[config.mk]
export PLATFORM = sky130hd
export DESIGN_NAME = msec_rtc
export DESIGN_NICKNAME = d
export VERILOG_FILES = /design/src/rtl/rtc_pkg.sv /design/src/rtl/rtc_msec_count.sv /design/src/rtl/rtc_sec_count.sv /design/src/rtl/rtc_addr_decode.sv /design/src/rtl/msec_rtc.sv
export SDC_FILE = /design/constraint.sdc
export NUM_CORES = 1
export LEC_CHECK = 0
export BUFFER_PORTS_ARGS = -buffer_cell sky130_fd_sc_hd__buf_2
export CAP_MARGIN = 30
export CELL_PAD_IN_SITES_DETAIL_PLACEMENT = 1
export CELL_PAD_IN_SITES_GLOBAL_PLACEMENT = 1
export CORE_MARGIN = 2
export CORE_UTILIZATION = 47
export DETAILED_ROUTE_END_ITERATION = 12
export GPL_ROUTABILITY_DRIVEN = 0
export PLACE_DENSITY_LB_ADDON = 0.1
export REMOVE_ABC_BUFFERS = 1
export SLEW_MARGIN = 20
export SYNTH_ARGS = -nofsm -noshare
export SYNTH_HDL_FRONTEND = slang
export SYNTH_HIERARCHICAL = 1
export SYNTH_SLANG_ARGS = --single-unit
[constraint.sdc]
create_clock -name clk -period 4 [get_ports clk]
set_clock_uncertainty 0.05 [all_clocks]
set_input_delay 0.2 -clock clk [delete_from_list [all_inputs] [get_ports clk]]
set_output_delay 0.2 -clock clk [all_outputs]
set_load 0.02 [all_outputs]
[src/rtl/rtc_pkg.sv]
package rtc_pkg;
  typedef enum logic [1:0] {
    REG_NONE   = 2'd0,
    REG_LIVE   = 2'd1,
    REG_SHADOW = 2'd2,
    REG_MSEC   = 2'd3
  } rtc_reg_e;
endpackage

[src/rtl/rtc_msec_count.sv]
module rtc_msec_count #(
  parameter int MS_PER_SEC = 1000,
  parameter int MS_W       = $clog2(MS_PER_SEC + 1)
) (
  input  logic            clk,
  input  logic            rst_n,
  input  logic            tick,
  input  logic            clear,
  output logic [MS_W-1:0] ms_q,
  output logic            carry
);
  localparam logic [MS_W-1:0] MS_LAST = MS_W'(MS_PER_SEC - 1);
  localparam logic [MS_W-1:0] MS_LIM  = MS_W'(MS_PER_SEC);

  logic [MS_W-1:0] ms_d;
  logic            ms_en;
  logic            at_last;

  assign at_last = (ms_q == MS_LAST);
  assign carry   = tick && at_last && !clear;
  assign ms_en   = clear || tick;

  always_comb begin
    ms_d = ms_q;
    if (clear)        ms_d = '0;
    else if (at_last) ms_d = '0;
    else              ms_d = ms_q + MS_W'(1);
  end

  always_ff @(posedge clk or negedge rst_n) begin
    if (!rst_n)     ms_q <= '0;
    else if (ms_en) ms_q <= ms_d;
  end

  // the count never leaves its range
  a_r2_ms_in_range: assert property (@(posedge clk) disable iff (!rst_n)
    ms_q < MS_LIM);
  // no tick and no clear, so the count holds
  a_r2_hold: assert property (@(posedge clk) disable iff (!rst_n)
    (!tick && !clear) |=> $stable(ms_q));
  // a tick at the last value returns the count to zero
  a_r3_wrap: assert property (@(posedge clk) disable iff (!rst_n)
    (tick && !clear && ms_q == MS_LAST) |=> (ms_q == '0));
  // a clear always wins
  a_r7_clear: assert property (@(posedge clk) disable iff (!rst_n)
    clear |=> (ms_q == '0));
endmodule

[src/rtl/rtc_sec_count.sv]
module rtc_sec_count #(
  parameter int SEC_W = 32
) (
  input  logic             clk,
  input  logic             rst_n,
  input  logic             load,
  input  logic [SEC_W-1:0] load_val,
  input  logic             inc,
  output logic [SEC_W-1:0] sec_q
);
  logic [SEC_W-1:0] sec_d;
  logic             sec_en;

  assign sec_en = load || inc;

  always_comb begin
    if (load) sec_d = load_val;
    else      sec_d = sec_q + SEC_W'(1);
  end

  always_ff @(posedge clk or negedge rst_n) begin
    if (!rst_n)      sec_q <= '0;
    else if (sec_en) sec_q <= sec_d;
  end

  // a rollover carry advances seconds by one, modulo 2^SEC_W
  a_r3_sec_inc: assert property (@(posedge clk) disable iff (!rst_n)
    (inc && !load) |=> (sec_q == $past(sec_q) + SEC_W'(1)));
  // a load takes the written value
  a_r7_sec_load: assert property (@(posedge clk) disable iff (!rst_n)
    load |=> (sec_q == $past(load_val)));
  // without load or carry, seconds hold
  a_r8_sec_hold: assert property (@(posedge clk) disable iff (!rst_n)
    (!load && !inc) |=> $stable(sec_q));
endmodule

[src/rtl/rtc_addr_decode.sv]
module rtc_addr_decode
  import rtc_pkg::*;
#(
  parameter int              ADDR_W     = 8,
  parameter logic [ADDR_W-1:0] OFS_LIVE   = ADDR_W'(8'h08),
  parameter logic [ADDR_W-1:0] OFS_SHADOW = ADDR_W'(8'h0c),
  parameter logic [ADDR_W-1:0] OFS_MSEC   = ADDR_W'(8'h10)
) (
  input  logic [ADDR_W-1:0] addr,
  output rtc_reg_e          reg_sel
);
  always_comb begin
    unique case (addr)
      OFS_LIVE:   reg_sel = REG_LIVE;
      OFS_SHADOW: reg_sel = REG_SHADOW;
      OFS_MSEC:   reg_sel = REG_MSEC;
      default:    reg_sel = REG_NONE;
    endcase
  end
endmodule

[src/rtl/msec_rtc.sv]
module msec_rtc
  import rtc_pkg::*;
#(
  parameter int MS_PER_SEC = 1000,
  parameter int ADDR_W     = 8,
  parameter int DATA_W     = 32
) (
  input  logic              clk,
  input  logic              rst_n,
  input  logic              ms_tick,
  input  logic              bus_sel,
  input  logic              bus_wr,
  input  logic [ADDR_W-1:0] bus_addr,
  input  logic [DATA_W-1:0] bus_wdata,
  output logic [DATA_W-1:0] bus_rdata
);
  localparam int MS_W = $clog2(MS_PER_SEC + 1);

  rtc_reg_e          reg_sel;
  logic              rd_en, wr_en;
  logic              sec_load, snap;
  logic              carry;
  logic [MS_W-1:0]   ms_q;
  logic [DATA_W-1:0] sec_q;
  logic [DATA_W-1:0] shadow_q;
  logic [DATA_W-1:0] rdata_d;

  assign rd_en    = bus_sel && !bus_wr;
  assign wr_en    = bus_sel && bus_wr;
  assign sec_load = wr_en && (reg_sel == REG_LIVE);
  assign snap     = rd_en && (reg_sel == REG_MSEC);

  rtc_addr_decode #(.ADDR_W(ADDR_W)) u_dec (
    .addr    (bus_addr),
    .reg_sel (reg_sel)
  );

  rtc_msec_count #(.MS_PER_SEC(MS_PER_SEC), .MS_W(MS_W)) u_ms (
    .clk   (clk),
    .rst_n (rst_n),
    .tick  (ms_tick),
    .clear (sec_load),
    .ms_q  (ms_q),
    .carry (carry)
  );

  rtc_sec_count #(.SEC_W(DATA_W)) u_sec (
    .clk      (clk),
    .rst_n    (rst_n),
    .load     (sec_load),
    .load_val (bus_wdata),
    .inc      (carry),
    .sec_q    (sec_q)
  );

  always_ff @(posedge clk or negedge rst_n) begin
    if (!rst_n)    shadow_q <= '0;
    else if (snap) shadow_q <= sec_q;
  end

  always_comb begin
    unique case (reg_sel)
      REG_LIVE:   rdata_d = sec_q;
      REG_SHADOW: rdata_d = shadow_q;
      REG_MSEC:   rdata_d = DATA_W'(ms_q);
      default:    rdata_d = '0;
    endcase
  end

  always_ff @(posedge clk or negedge rst_n) begin
    if (!rst_n)     bus_rdata <= '0;
    else if (rd_en) bus_rdata <= rdata_d;
  end

  // a millisecond read captures the pre-edge seconds
  a_r4_snapshot: assert property (@(posedge clk) disable iff (!rst_n)
    snap |=> (shadow_q == $past(sec_q)));
  // the shadow moves only on a millisecond read
  a_r4_shadow_hold: assert property (@(posedge clk) disable iff (!rst_n)
    !snap |=> $stable(shadow_q));
  // undefined offsets read zero
  a_r9_undef_zero: assert property (@(posedge clk) disable iff (!rst_n)
    (rd_en && reg_sel == REG_NONE) |=> (bus_rdata == '0));
  // read data holds between reads
  a_r5_rdata_hold: assert property (@(posedge clk) disable iff (!rst_n)
    !rd_en |=> $stable(bus_rdata));
endmodule

==> flow_metrics.tcl, run 1 <==
set metrics [dict create \
    start_util_pct 47.8 \
    drtAntennaViolNets 0 \
    p_per_area_nw_per_um2 399 \
    final_area_um2 6240 \
    maxSlewViolCount 0 \
    yosys_register_bits 106 \
    synth-compound-area-share_pct 12.7 \
    cts_resized 0 \
    dieArea_um2 12400 \
    vias_per_cell 5.90 \
    synthAdderAreaFrac_pct 0.460 \
    grt_pass1_wl_um 24100 \
    numCtsBuffers 9 \
    yosys.area.top_type "dfrtp_1" \
    drt-initial-drc-count 226 \
    crit-reg2reg-capture "u_sec/sec_q[21]" \
    dp_hpwl_um 9320 \
    area_growth_syn_to_layout_pct 14.8 \
    drt-total-wl_um 14100 \
    htree_levels 3 \
    startpoint_type "flop" \
    grt_pass1_vias 4477 \
    place_area_um2 5900 \
    worstSetupPathType "flop to flop" \
    crit_path_end "u_sec/sec_q[21]" \
    synthArstFlopShare_pct 100 \
    ff2ff_setup_slack_ns 0.91 \
    grt_overflow 0 \
    hold_viol 0 \
    grt_usage_pct 24.3 \
    ys.flop_type "dfrtp_1" \
    cts.sinks 106 \
    cts_tree "yes" \
    yosys.area_share.simple_pct 20.9 \
    syn_avg_cell_area_um2 10.8 \
    slew_headroom_pct 51.5 \
    core_area_um2 11400 \
    fin_crit_sh_pct 77.4 \
    fmax_mhz 323 \
    yosys-top-cells-area "dfrtp_1, mux2_4, nor2_1, a221oi_1, mux2_1" \
    grt_start_max_net_pins 72 \
    routedWlPerCell_um 19.6 \
    ys_warn_count 6 \
    tns_ns 0 \
    period_minus_slack_ns 3.09 \
    synth_top_family_by_area "simple AND/OR/NAND/NOR gates" \
    seq_area_frac_synth_pct 48.8 \
    rr_worst_depth 8 \
    syn_inst 505 \
    die-height_um 112 \
    clk_pin_slew_ns 0.07 \
    end_kind "flop" \
    static-leakage-power_nw 2.88 \
    synthDistinctLibCells 58 \
    root_buffer "clkbuf_16" \
    rsz0062_at_grt "no" \
    netlist.area_leader.share_pct 48.8 \
    diodes 0 \
    vias 4254 \
    syn_area_um2 5440 \
    post_cts_buffers 0 \
    cp_max_fo 8 \
    cts_buffer_depth 2 \
    met3WireLength_um 392 \
    crit_start "u_ms/ms_q[0]" \
    die_x_um 112 \
    drc_errors 0 \
    antenna_found_initial 0 \
    final_cell_mix "dfrtp_1, nor2_1, buf_2" \
    highest_layer "met4" \
    post_synth_mux_area_share_pct 11.0 \
    nNetsFinal 620 \
    drv_cap 0 \
    setup_slack_ns 0.905 \
    final_common_cell "dfrtp_1" \
    synth_xor_area_share_pct 3.06 \
    drt_first_pass_iters 4 \
    place_ws_ns 0.786 \
    fin_util_pct 54.9 \
    status "completed" \
    cp.required_ns 4.22 \
    post-place-cells 703 \
    synth-edff-count 0 \
    stdcell_count 721 \
    worstSkewPairLatency_ns 0.35 \
    peakVddDrop_mv 0.236 \
    worstMarginPinSlew_ns 0.727 \
    pin_count 77 \
    critPathArrivalTime_ns 3.32 \
    rows 39 \
    wl_met1_um 6920 \
    min_path_type "input pin to flop" \
    r2r-start "u_ms/ms_q[0]" \
    setup_viol 0 \
    wl_met2_um 6540 \
    numPortBuffers 76 \
    drive_gt1_share_pct 25.6 \
]
## worst max-delay path, cell delays in order, from the launching register on
cell	delay, ns
dfrtp_1	0.43
ha_1	0.25
nand2_1	0.10
nor4_2	0.43
and3b_1	0.35
and4_1	0.49
nand4_4	0.20
or4_1	0.52
a31oi_1	0.18
## worst min path at each step
stage	from	to	slack, ns	depth (start not counted)
after global placement	rst_n	bus_rdata[6]	0.35	1
after floorplan	rst_n	bus_rdata[0]	-0.15	0
after CTS	bus_wdata[9]	u_sec/sec_q[9]	0.01	3
after global routing	bus_wdata[9]	u_sec/sec_q[9]	0.03	3
final	bus_wdata[9]	u_sec/sec_q[9]	0.02	3
after detailed placement	rst_n	bus_rdata[7]	0.36	1
## per-layer routing
layer,up-vias,GRT usage (%)
li1,2001,-
met1,2150,35.4
met2,84,37.7
met3,19,3.32
met4,0,8.48
met5,-,0
## sequential cells by signal (all words and copies together) (netlist names)
name / flops
shadow_q: 32
u_ms/ms_q: 10
bus_rdata: 32
u_sec/sec_q: 32
## synthesized netlist by cell type, types with 3 or more instances
cell / number
nor2_1: 92
buf_2: 7
a31oi_1: 14
nand2_1: 30
a221oi_1: 33
o31ai_1: 11
buf_4: 4
xor2_1: 11
nor2b_1: 4
buf_6: 4
and3_1: 5
mux2_4: 30
and2_1: 3
or4_1: 12
o21ai_0: 21
nand3_1: 13
o211ai_1: 3
mux2_1: 12
inv_1: 3
and4_1: 3
clkbuf_1: 14
nand4_1: 14
or3_1: 5
xnor2_1: 8
dfrtp_1: 106
## timing repair
action                                  4_1_cts  5_1_grt
hold buffers                                  1        0
endpoints found under the setup margin        0        0
endpoints found under the hold margin        70        0
## metrics by stage
step                      total power, mW  hold WS, ns
after floorplan                      1.45       -0.146
after global placement               1.59        0.349
final                                2.49       0.0238
after detailed placement             1.61        0.358
after global routing                 2.61       0.0310
after CTS                            2.52       0.0114
## cell families (layout without fill, tap and decap cells)
logic type	count (synthesis)	in the layout
simple gates	210	210
compound gates	93	93
fa+ha+maj	2	2
buf+inv	32	105
flops	106	106
xor+xnor	19	19
mux	43	43
## area by class of cell
class                           instances  area (um2)
Tap cell                              143         179
Clock buffer                           14         264
Clock inverter                          2        35.0
Inverter                                3        11.3
Timing Repair Buffer                   86         480
Multi-Input combinational cell        367        2620
Sequential cell                       106        2650
Fill cell                            1264        5130
## report_power, final
part,total (mW),switching [mW],internal [mW],leakage [nW]
combinational,0.313,0.184,0.129,1.36
clock,0.898,0.379,0.520,0.147
sequential,1.28,0.117,1.16,1.38
(Power assumes the default switching activity.)
==> run 2, diff against run 1 <==
--- a/config.mk
+++ b/config.mk
@@ -5,12 +5,13 @@
 export SDC_FILE = /design/constraint.sdc
 export NUM_CORES = 1
 export LEC_CHECK = 0
+export ABC_AREA = 1
 export BUFFER_PORTS_ARGS = -buffer_cell sky130_fd_sc_hd__buf_2
 export CAP_MARGIN = 30
 export CELL_PAD_IN_SITES_DETAIL_PLACEMENT = 1
 export CELL_PAD_IN_SITES_GLOBAL_PLACEMENT = 1
 export CORE_MARGIN = 2
-export CORE_UTILIZATION = 47
+export CORE_UTILIZATION = 42
 export DETAILED_ROUTE_END_ITERATION = 12
 export GPL_ROUTABILITY_DRIVEN = 0
 export PLACE_DENSITY_LB_ADDON = 0.1
==> constraint.sdc (replaced) <==
create_clock -name clk -period 3 [get_ports clk]
set_clock_uncertainty 0.05 [all_clocks]
set_input_delay 0.15 -clock clk [delete_from_list [all_inputs] [get_ports clk]]
set_output_delay 0.15 -clock clk [all_outputs]
set_load 0.02 [all_outputs]
==> flow_metrics.tcl, run 2 <==
set metrics [dict create \
    syn_inst 833 \
    numPortBuffers 76 \
    pin_count 77 \
    ff2ff_setup_slack_ns 0.53 \
    cts_tree "yes" \
    startpoint_type "flop" \
    end_kind "flop" \
    multiInputGateArea_um2 2800 \
    synthDistinctLibCells 27 \
    die_x_um 123 \
    drv_cap 0 \
    vias 5700 \
    start_util_pct 42.7 \
    status "completed" \
    regArea_um2 2650 \
    clk_pin_slew_ns 0.07 \
    synth-edff-count 0 \
    slew_headroom_pct 43.5 \
    grt_usage_pct 25.1 \
    rsz0062_at_grt "no" \
    post-place-cells 1069 \
    syn_area_um2 5900 \
    final_cell_mix "nand2_1, dfrtp_1, nand3_1" \
    core_area_um2 13800 \
    drt-initial-drc-count 289 \
    nNetsFinal 965 \
    worstMarginPinSlew_ns 0.848 \
    worstSkewPairLatency_ns 0.35 \
    final_common_cell "nand2_1" \
    worstSetupPathType "flop to flop" \
    whs_endpoint "u_sec/sec_q[26]" \
    dieArea_um2 15000 \
    p_sw_share_pct 27.4 \
    routedWlPerCell_um 16.2 \
    worstHoldStart "bus_wdata[26]" \
    area_growth_syn_to_layout_pct 17.8 \
    setup_viol 0 \
    netlist.area_leader.share_pct 44.9 \
    r2r-start "u_ms/ms_q[0]" \
    yosys.area.top_type "dfrtp_1" \
    period_minus_slack_ns 2.47 \
    cts.sinks 106 \
    hold_viol 0 \
    yosys_register_bits 106 \
    highest_layer "met4" \
    crit-reg2reg-capture "u_sec/sec_q[18]" \
    grt_pass1_vias 5738 \
    htree_levels 3 \
    wl_met1_um 9000 \
    die-height_um 123 \
    rows 43 \
    met3WireLength_um 674 \
    syn_avg_cell_area_um2 7.09 \
    maxSlewViolCount 0 \
    p_per_area_nw_per_um2 446 \
    cell_internal_pwr_mw 2.25 \
    peakVddDrop_mv 0.227 \
    crit_start "u_ms/ms_q[0]" \
    drc_errors 0 \
    drtAntennaViolNets 0 \
    yosys-top-cells-area "dfrtp_1, nand2_1, nand3_1, inv_1, nor2_1" \
    cp.required_ns 3.24 \
    seq_area_frac_synth_pct 44.9 \
    critPathArrivalTime_ns 2.71 \
    hold_ws_ns 0.00237 \
    seqPwrFrac_pct 52.2 \
    grt_start_max_net_pins 65 \
    stdcell_count 1103 \
    drt_first_pass_iters 5 \
    vias_per_cell 5.17 \
    fin_crit_sh_pct 82.5 \
    fillCellCount 1810 \
    whs_path_depth 3 \
    fmax_mhz 404 \
    rr_worst_depth 10 \
    ys.flop_type "dfrtp_1" \
    synth.top_cells.by_count "nand2_1, dfrtp_1, nand3_1" \
    dp_hpwl_um 12900 \
    wl_met2_um 7970 \
    diodes 0 \
    grt_pass1_wl_um 29500 \
    pwr-share-comb_pct 9.5 \
    static-leakage-power_nw 3.54 \
    drive_gt1_share_pct 15.3 \
    drt-total-wl_um 17800 \
    antenna_found_initial 0 \
    min_path_type "input pin to flop" \
    power_switching_mw 0.851 \
    reg.largest.list "bus_rdata: 32 flops, shadow_q: 32 flops, u_sec/sec_q: 32 flops" \
    cts_buffer_depth 2 \
    clock_power_share_pct 38.4 \
    numCtsBuffers 9 \
    post_cts_buffers 0 \
    root_buffer "clkbuf_16" \
    cp_max_fo 14 \
    synthArstFlopShare_pct 100 \
    yosysMostFrequentCell "nand2_1" \
    grt_overflow 0 \
    ys_warn_count 6 \
]
## run 2: changes by cell type in the layout (fill, tap and decap cells not counted), moves of 13 or more
cell,before,now
a221oi_1,33,0
a22oi_1,1,25
a31oi_1,14,1
dlygate4sd3_1,1,17
inv_1,3,81
mux2_4,30,0
nand2_1,30,343
nand3_1,13,86
nand4_1,14,0
nor2_1,92,54
o21ai_0,21,6
o21ai_1,0,34
## run 2: metal layers
layer / vias up / track usage, %
met2: 100 / 38.7
met3: 12 / 3.07
met1: 2805 / 37.6
met5: - / 0
li1: 2783 / -
met4: 0 / 6.25
## run 2: worst max-delay path by stage
| stage | end | slack, ns | cells past startpoint |
|---|---|---|---|
| floorplan | u_sec/sec_q[5] | -3.24 | 10 |
| global placement | u_sec/sec_q[31] | 0.66 | 14 |
| detailed placement | u_sec/sec_q[18] | 0.52 | 14 |
| CTS | u_sec/sec_q[23] | 0.53 | 10 |
| global route | u_sec/sec_q[27] | 0.25 | 10 |
| finish | u_sec/sec_q[18] | 0.53 | 10 |
## run 2: area by class of cell
class | count | area share [%]
well taps | 180 | 3.24
inverters | 86 | 4.64
clock inverters | 5 | 0.774
flip-flops and latches | 106 | 38.1
clock buffers | 11 | 3.35
repair buffers | 106 | 9.64
multi-input cells | 609 | 40.2
## run 2: power by group through the flow
stage,Clock [mW],Combinational (mW),Sequential (mW)
global placement,0,0.261,1.64
global route,1.27,0.335,1.63
floorplan,0,0.162,1.59
finish,1.19,0.294,1.62
CTS,1.22,0.296,1.62
detailed placement,0,0.275,1.64
## run 2: cell families after synthesis
group	Yosys count	share of synthesized area (%)
AND/OR/NAND/NOR	521	37.5
adder cells (fa/ha/maj)	2	0.424
flip-flops	106	44.9
buffers and inverters	118	7.84
XOR/XNOR	12	1.78
AO/OA/AOI/OAI	74	7.57
## run 2: what timing repair did
item	4_1_cts	5_1_grt
resized for setup	0	0
hold endpoints to repair	78	0
hold buffers	17	0
## run 2: critical path: stages, from the launching register on
cell     delay [ns]
dfrtp_1        0.43
ha_1           0.21
nand2_1        0.12
nor2_1         0.16
nand3_1        0.17
nor2_1         0.26
nand2_2        0.16
inv_1          0.37
buf_4          0.29
nand3_1        0.10
nand2_1        0.07
## run 2: through the flow
step           setup TNS (ns)  util (%)  cell area, um2  power [mW]  worst slack (ns)
2_1_floorplan         -122.13         -            5760        1.75             -3.24
3_3_place_gp                0      46.9            6480        1.90             0.661
3_5_place_dp                0      46.9            6480        1.92             0.517
4_1_cts                     0      50.2            6940        3.13             0.530
5_1_grt                     0      50.3            6960        3.24             0.249
6_report                    0      50.3            6960        3.11             0.526
